[config.mk]
export PLATFORM = sky130hd
export DESIGN_NAME = vfifo_burst_writer
export DESIGN_NICKNAME = d
export VERILOG_FILES = /design/src/rtl/vfifo_burst_writer.sv
export SDC_FILE = /design/constraint.sdc
export NUM_CORES = 1
export LEC_CHECK = 0
export ABC_AREA = 1
export ABC_CLOCK_PERIOD_IN_PS = 2180
export CAP_MARGIN = 25
export CORE_MARGIN = 2
export CORE_UTILIZATION = 44
export DETAILED_ROUTE_END_ITERATION = 10
export PLACE_DENSITY = 0.79
export SYNTH_ARGS = -nofsm -noshare
export SYNTH_HDL_FRONTEND = slang
export SYNTH_SLANG_ARGS = --single-unit
[constraint.sdc]
create_clock -name clk -period 2.18 [get_ports clk]
set_input_delay 0.218 -clock clk [delete_from_list [all_inputs] [get_ports clk]]
set_output_delay 0.218 -clock clk [all_outputs]
set_load 0.01 [all_outputs]
[src/rtl/vfifo_burst_writer.sv]
module vfifo_burst_writer #(
  parameter int ADDR_W     = 32,
  parameter int DATA_W     = 64,
  parameter int LGMAXBURST = 4,
  parameter int LGFIFO     = 8,
  parameter int CNT_W      = 16
) (
  input  logic                  clk,
  input  logic                  rst_n,
  input  logic                  soft_reset,
  input  logic                  in_push,
  input  logic [DATA_W-1:0]     in_head,
  output logic                  in_pop,
  input  logic                  mem_release,
  output logic [ADDR_W-1:0]     m_awaddr,
  output logic [7:0]            m_awlen,
  output logic [2:0]            m_awsize,
  output logic [1:0]            m_awburst,
  output logic                  m_awvalid,
  input  logic                  m_awready,
  output logic [DATA_W-1:0]     m_wdata,
  output logic [DATA_W/8-1:0]   m_wstrb,
  output logic                  m_wlast,
  output logic                  m_wvalid,
  input  logic                  m_wready,
  input  logic [1:0]            m_bresp,
  input  logic                  m_bvalid,
  output logic                  m_bready,
  output logic [CNT_W-1:0]      committed
);
  localparam int BYTES   = DATA_W / 8;
  localparam int ADDRLSB = $clog2(BYTES);
  localparam int BURST   = 1 << LGMAXBURST;
  localparam int LOW     = LGMAXBURST + ADDRLSB;
  localparam int MEMW    = ADDR_W - LOW;

  logic [LGFIFO:0]       avail;
  logic [MEMW:0]         free_bursts;
  logic [MEMW-1:0]       addr_hi;
  logic [LGMAXBURST-1:0] beat;
  logic                  phantom, halted, awvalid_q, wvalid_q;
  logic [CNT_W-1:0]      commit_q;

  wire bad_b     = m_bvalid && m_bresp[1];
  wire aw_stall  = awvalid_q && !m_awready;
  wire last_beat = beat == LGMAXBURST'(BURST - 1);
  wire w_busy    = wvalid_q && !(m_wready && last_beat);
  wire enough    = |avail[LGFIFO:LGMAXBURST];
  wire mem_full  = free_bursts == '0;
  wire start     = !halted && !bad_b && !soft_reset && enough && !mem_full
                   && !phantom && !aw_stall && !w_busy;

  always_ff @(posedge clk or negedge rst_n)
    if (!rst_n) avail <= '0;
    else avail <= avail + (LGFIFO+1)'(in_push)
                  - (phantom ? (LGFIFO+1)'(BURST) : '0);

  always_ff @(posedge clk or negedge rst_n)
    if (!rst_n) free_bursts <= {1'b1, {MEMW{1'b0}}};
    else free_bursts <= free_bursts - (MEMW+1)'(phantom) + (MEMW+1)'(mem_release);

  always_ff @(posedge clk or negedge rst_n)
    if (!rst_n) addr_hi <= '0;
    else if (soft_reset && !aw_stall) addr_hi <= '0;
    else if (awvalid_q && m_awready) addr_hi <= addr_hi + MEMW'(1);

  always_ff @(posedge clk or negedge rst_n)
    if (!rst_n) begin
      awvalid_q <= 1'b0;
      phantom   <= 1'b0;
    end else begin
      phantom <= start;
      if (start) awvalid_q <= 1'b1;
      else if (m_awready) awvalid_q <= 1'b0;
    end

  always_ff @(posedge clk or negedge rst_n)
    if (!rst_n) begin
      wvalid_q <= 1'b0;
      beat     <= '0;
    end else if (start) begin
      wvalid_q <= 1'b1;
      beat     <= '0;
    end else if (wvalid_q && m_wready) begin
      if (last_beat) wvalid_q <= 1'b0;
      beat <= beat + LGMAXBURST'(1);
    end

  always_ff @(posedge clk or negedge rst_n)
    if (!rst_n) begin
      halted   <= 1'b0;
      commit_q <= '0;
    end else if (m_bvalid) begin
      if (bad_b) halted <= 1'b1;
      if (m_bresp == 2'b00) commit_q <= commit_q + CNT_W'(1);
    end

  assign m_awaddr  = {addr_hi, {LOW{1'b0}}};
  assign m_awlen   = 8'(BURST - 1);
  assign m_awsize  = 3'(ADDRLSB);
  assign m_awburst = 2'b01;
  assign m_awvalid = awvalid_q;
  assign m_wdata   = in_head;
  assign m_wstrb   = '1;
  assign m_wvalid  = wvalid_q;
  assign m_wlast   = wvalid_q && last_beat;
  assign in_pop    = wvalid_q && m_wready;
  assign m_bready  = 1'b1;
  assign committed = commit_q;
endmodule

-- After elaboration in Yosys (flattened, before gate mapping)
Index checks and enable logic that the tools add are counted.
- add/subtract/negate cells: 7
- mux-type cells: 10
- reductions and logical operators: 34
- eq/ne operators: 1
- operators with widths (kind ; number):
    2-to-1 mux 25 bit ; 2
    adder 26 x 1 -> 26 bit ; 1
    zero test 26 bit ; 1
    subtractor 26 x 1 -> 26 bit ; 1
    adder 25 x 1 -> 25 bit (second input constant) ; 1
    adder 16 x 1 -> 16 bit (second input constant) ; 1
    logical AND 1 bit ; 15
    adder 9 x 1 -> 9 bit ; 1
    zero test 1 bit ; 9
    subtractor 9 x 5 -> 9 bit ; 1
    2-to-1 mux 4 bit ; 2
    nonzero test 2 bit ; 4
    AND reduction 2 bit ; 3
    2-to-1 mux 1 bit ; 5
    2-to-1 mux 5 bit ; 1
    OR reduction 5 bit ; 1
    adder 4 x 1 -> 4 bit (second input constant) ; 1
    == test 4 bit (second input constant) ; 1
    zero test 2 bit ; 1
- logic and storage cells: 61
- output and inout port bits: 138
- bits of input ports: 74
- register bits after elaboration: 84

-- Depth between registers and ports, before layout
- depth after elaboration: 11
- depth in mapped cells: 17
- mapped depth without buffers: 17

-- Worst setup path before layout
No wires, ideal clock.
- path type: reg-to-reg
- from: register phantom
- to: register free_bursts[18]
- setup slack: 0.132 ns
- data arrival time: 1.931 ns
- clock period less this slack: 2.048 ns
- required time: 2.063 ns
- buffers on the path: 0
- stages on the path, launching flop included: 16
- cells stage by stage: dfrtp_1 -> ha_1 -> inv_1 -> ha_1 -> inv_1 -> fa_1 -> inv_1 -> nand2_1 -> nand2_1 -> nand3_1 -> nand2_1 -> nand2_1 -> nand2_1 -> nand2_1 -> nand3_1 -> nand2_1
- word-level cells in the longest chain between the ends: 2
- ends and longest elaborated chain (item ; RTL line ; RTL):
    from (decl) ; 41 ; logic phantom, halted, awvalid_q, wvalid_q;
    from (signal assigned) ; 72 ; phantom <= start;
    subtractor 26 x 1 -> 26 bit ; 60 ; else free_bursts <= free_bursts - (MEMW+1)'(phantom) + (MEMW+1)'(mem_release);
    adder 26 x 1 -> 26 bit ; 60 ;
    to (signal assigned) ; 59 ; if (!rst_n) free_bursts <= {1'b1, {MEMW{1'b0}}};
    to (signal assigned) ; 60 ;
    to (decl) ; 38 ; logic [MEMW:0] free_bursts;
Every way passes these cells.
A chain may end at the register's enable or synchronous reset.

-- Worst setup path after layout
- from: register phantom
- to: register free_bursts[14]
The elaborated chain is that of the path after synthesis.

==> flow_metrics.tcl <==
set metrics [dict create \
    antenna_left 0 \
    rsz0062_at_grt "true" \
    critPathCaptureType "flip-flop" \
    power.density_nw_per_um2 1430 \
    cts.path.max_buffers 2 \
    avgRoutedWirePerCell_um 12.5 \
    critical_path_arrival_ps 2340 \
    cpMostUsedCell "nand2_2" \
    syn_inst 952 \
    synth.distinct_cells 41 \
    cp-start-kind "flip-flop" \
    fmax_ghz 0.476 \
    synth_compound_area_frac 0.0473 \
    grt_pass1_vias 5218 \
    hold_path_class "input pin to asynchronous set/reset pin" \
    clk_pin_slew_ps 70 \
    gr-total-overflow 0 \
    ioPinCount 212 \
    clock_skew_ps 9.98 \
    numCtsBuffers 9 \
    critPathMaxStageDelay_ps 380 \
    slew_violations 0 \
    vdd.ir_drop.worst_mv 0.703 \
    synth_top_family_by_area "simple AND/OR/NAND/NOR gates" \
    synth_flop_cell "dfrtp_1" \
    drc 0 \
    syn_area_um2 6850 \
    antenna_found_initial 0 \
    critPathSlowestCell "dfrtp_1" \
    drt-pass1-iter-count 5 \
    synthAdderAreaFrac 0.0997 \
    post-cts-setup-buffers 0 \
    layout.nets 1085 \
    finalSetupTns_ps 0 \
    antenna_cells 0 \
    final_common_cell "nand2_1" \
    htreeDepth 3 \
    vias_per_cell 4.81 \
    post-place-ws_ps -31.8 \
    rows 45 \
    async_reset_ff_frac 1.00 \
    crit_family "adder cells" \
    cts.sinks 84 \
    cp_max_fo 3 \
    rrSetupSlack_ps 80 \
    syn_area_per_cell_um2 7.20 \
    synth_mux_area_frac 0.00164 \
    synth_area_leaders "dfrtp_1 (30%), nand2_1 (13%), buf_4 (10%)" \
    drt_iter0_drc 356 \
    rr_startpoint "phantom$_DFF_PN0_" \
    setup_viol_count_final 0 \
    hold_viol 0 \
    grt_pass1_wl_mm 23.9 \
    place_congestion 0.945 \
    synth_top_area_share 0.303 \
    dp.final_hpwl_mm 11.2 \
    area_growth_pct 8.44 \
    max_cap_violations 0 \
    cp-startpoint "phantom$_DFF_PN0_" \
    endpoint "free_bursts[14]$_DFF_PN0_" \
    finalCriticalPeriod_ps 2100 \
    synth_area_leader_cell "dfrtp_1" \
    critPathRequiredTime_ps 2420 \
    die_h_um 129 \
    cts_tree "done" \
    critical_path_class "flip-flop to flip-flop" \
    io_buffers 54 \
    clk_latency_ps 360 \
    p_leak_nw 3.94 \
    drive_gt1_frac 0.0852 \
    r2r-end "free_bursts[14]$_DFF_PN0_" \
    yosys.area_share.simple 0.292 \
    finalCritPeriodShare 0.964 \
    final_cell_mix "nand2_1 (233), inv_1 (165), nor2_1 (84)" \
    die_width_um 129 \
    ys_ff_latch 84 \
    outcome "completed" \
    grt_usage 0.180 \
    synth_edf_count 0 \
    grt_max_degree 40 \
    wl_mm 14.3 \
    yosysSeqAreaShare 0.307 \
    path_cells "ha_1 -> inv_1 -> ha_2 -> inv_2 -> fa_2 -> inv_2 -> nand2_2 -> nand2_2 -> nand3_2 -> nand2_2 -> nand2_2 -> nor2_2 -> nor2_1 -> nand2_1 -> nand2_1" \
    yosysWarnings 0 \
    setup_ws_ps 78.6 \
    rr_worst_depth 15 \
    path_depth 15 \
    vias 5527 \
    start_util 0.451 \
    fp.coreArea_um2 15200 \
    critPathBufInv 3 \
    die_area_um2 16600 \
    synth_xor_area_frac 0.0535 \
    cts_root_buffer "clkbuf_16" \
]
==> what timing repair did <==
item / 4_1_cts / 5_1_grt
pin swaps: 0 / 3
hold buffers: 1 / 0
setup endpoints to repair: 2 / 8
gates resized for setup: 1 / 14
cloned: 0 / 0
endpoints found under the hold margin: 26 / 0
==> worst min path at each step <==
stage                               to  slack [ps]  cells after the start  startpoint
6_report       addr_hi[14]$_DFFE_PN0P_         360                      2       rst_n
5_1_grt        addr_hi[14]$_DFFE_PN0P_         390                      2       rst_n
4_1_cts        addr_hi[14]$_DFFE_PN0P_         360                      2       rst_n
3_5_place_dp   addr_hi[14]$_DFFE_PN0P_         200                      1       rst_n
3_3_place_gp   addr_hi[14]$_DFFE_PN0P_         200                      1       rst_n
2_1_floorplan   addr_hi[0]$_DFFE_PN0P_         -80                      0       rst_n
==> flip-flops by register name, summed over array words and instances (netlist names) <==
name         count
beat             4
m_awvalid        1
committed       16
m_wvalid         1
halted           1
addr_hi         25
avail            9
phantom          1
free_bursts     26
==> Yosys cell counts (4+ instances only) <==
library cell,n
nor2_2,12
nor2_1,85
buf_4,93
dfrtp_1,83
nor3_1,8
nor2_4,5
o21ai_1,4
xor2_1,34
nand2_2,8
xnor2_1,6
nand3_1,38
o21bai_1,4
o21ai_0,15
nand2_1,240
nand4_1,28
ha_1,53
a21oi_1,28
inv_1,168
==> metal layers <==
| layer | wire (um) | vias to the layer above | track usage |
|---|---|---|---|
| met2 | 6850 | 158 | 0.307 |
| met1 | 6560 | 2529 | 0.233 |
| met4 | 144 | 0 | 0.0460 |
| met5 | 0 | - | 0 |
| li1 | - | 2829 | - |
| met3 | 770 | 11 | 0.0399 |
==> power by group <==
group | switching, mW | internal (mW) | leakage [nW]
Clock | 0.748 | 0.813 | 0.148
Combinational | 4.22 | 2.45 | 2.73
Sequential | 0.333 | 2.09 | 1.05
Total | 5.30 | 5.36 | 3.94
==> kinds of logic after synthesis <==
kind of cell / Yosys count
compound gates: 59
xor+xnor: 41
fa+ha+maj: 54
buf+inv: 268
flops: 84
mux: 1
other cells: 2
simple gates: 443
==> stage by stage <==
step	power (mW)	instance area (um^2)	utilization	hold WS, ps	instances
floorplan	7.48	6950	-	-77.6	979
global placement	8.78	7090	0.466	195	1133
detailed placement	8.93	7090	0.466	201	1133
CTS	10.6	7400	0.487	361	1150
global route	11.8	7430	0.489	389	1150
finish	10.7	7430	0.489	362	1150
==> layout make-up <==
class / count / area [um^2]
fill: 1489 / 7770
multi-input combinational: 627 / 3530
sequential: 84 / 2100
inverter: 172 / 646
timing repair buffer: 63 / 621
tap: 188 / 235
clock buffer: 9 / 225
clock inverter: 7 / 73.8
No activity file was read; power rests on OpenSTA's default activity.
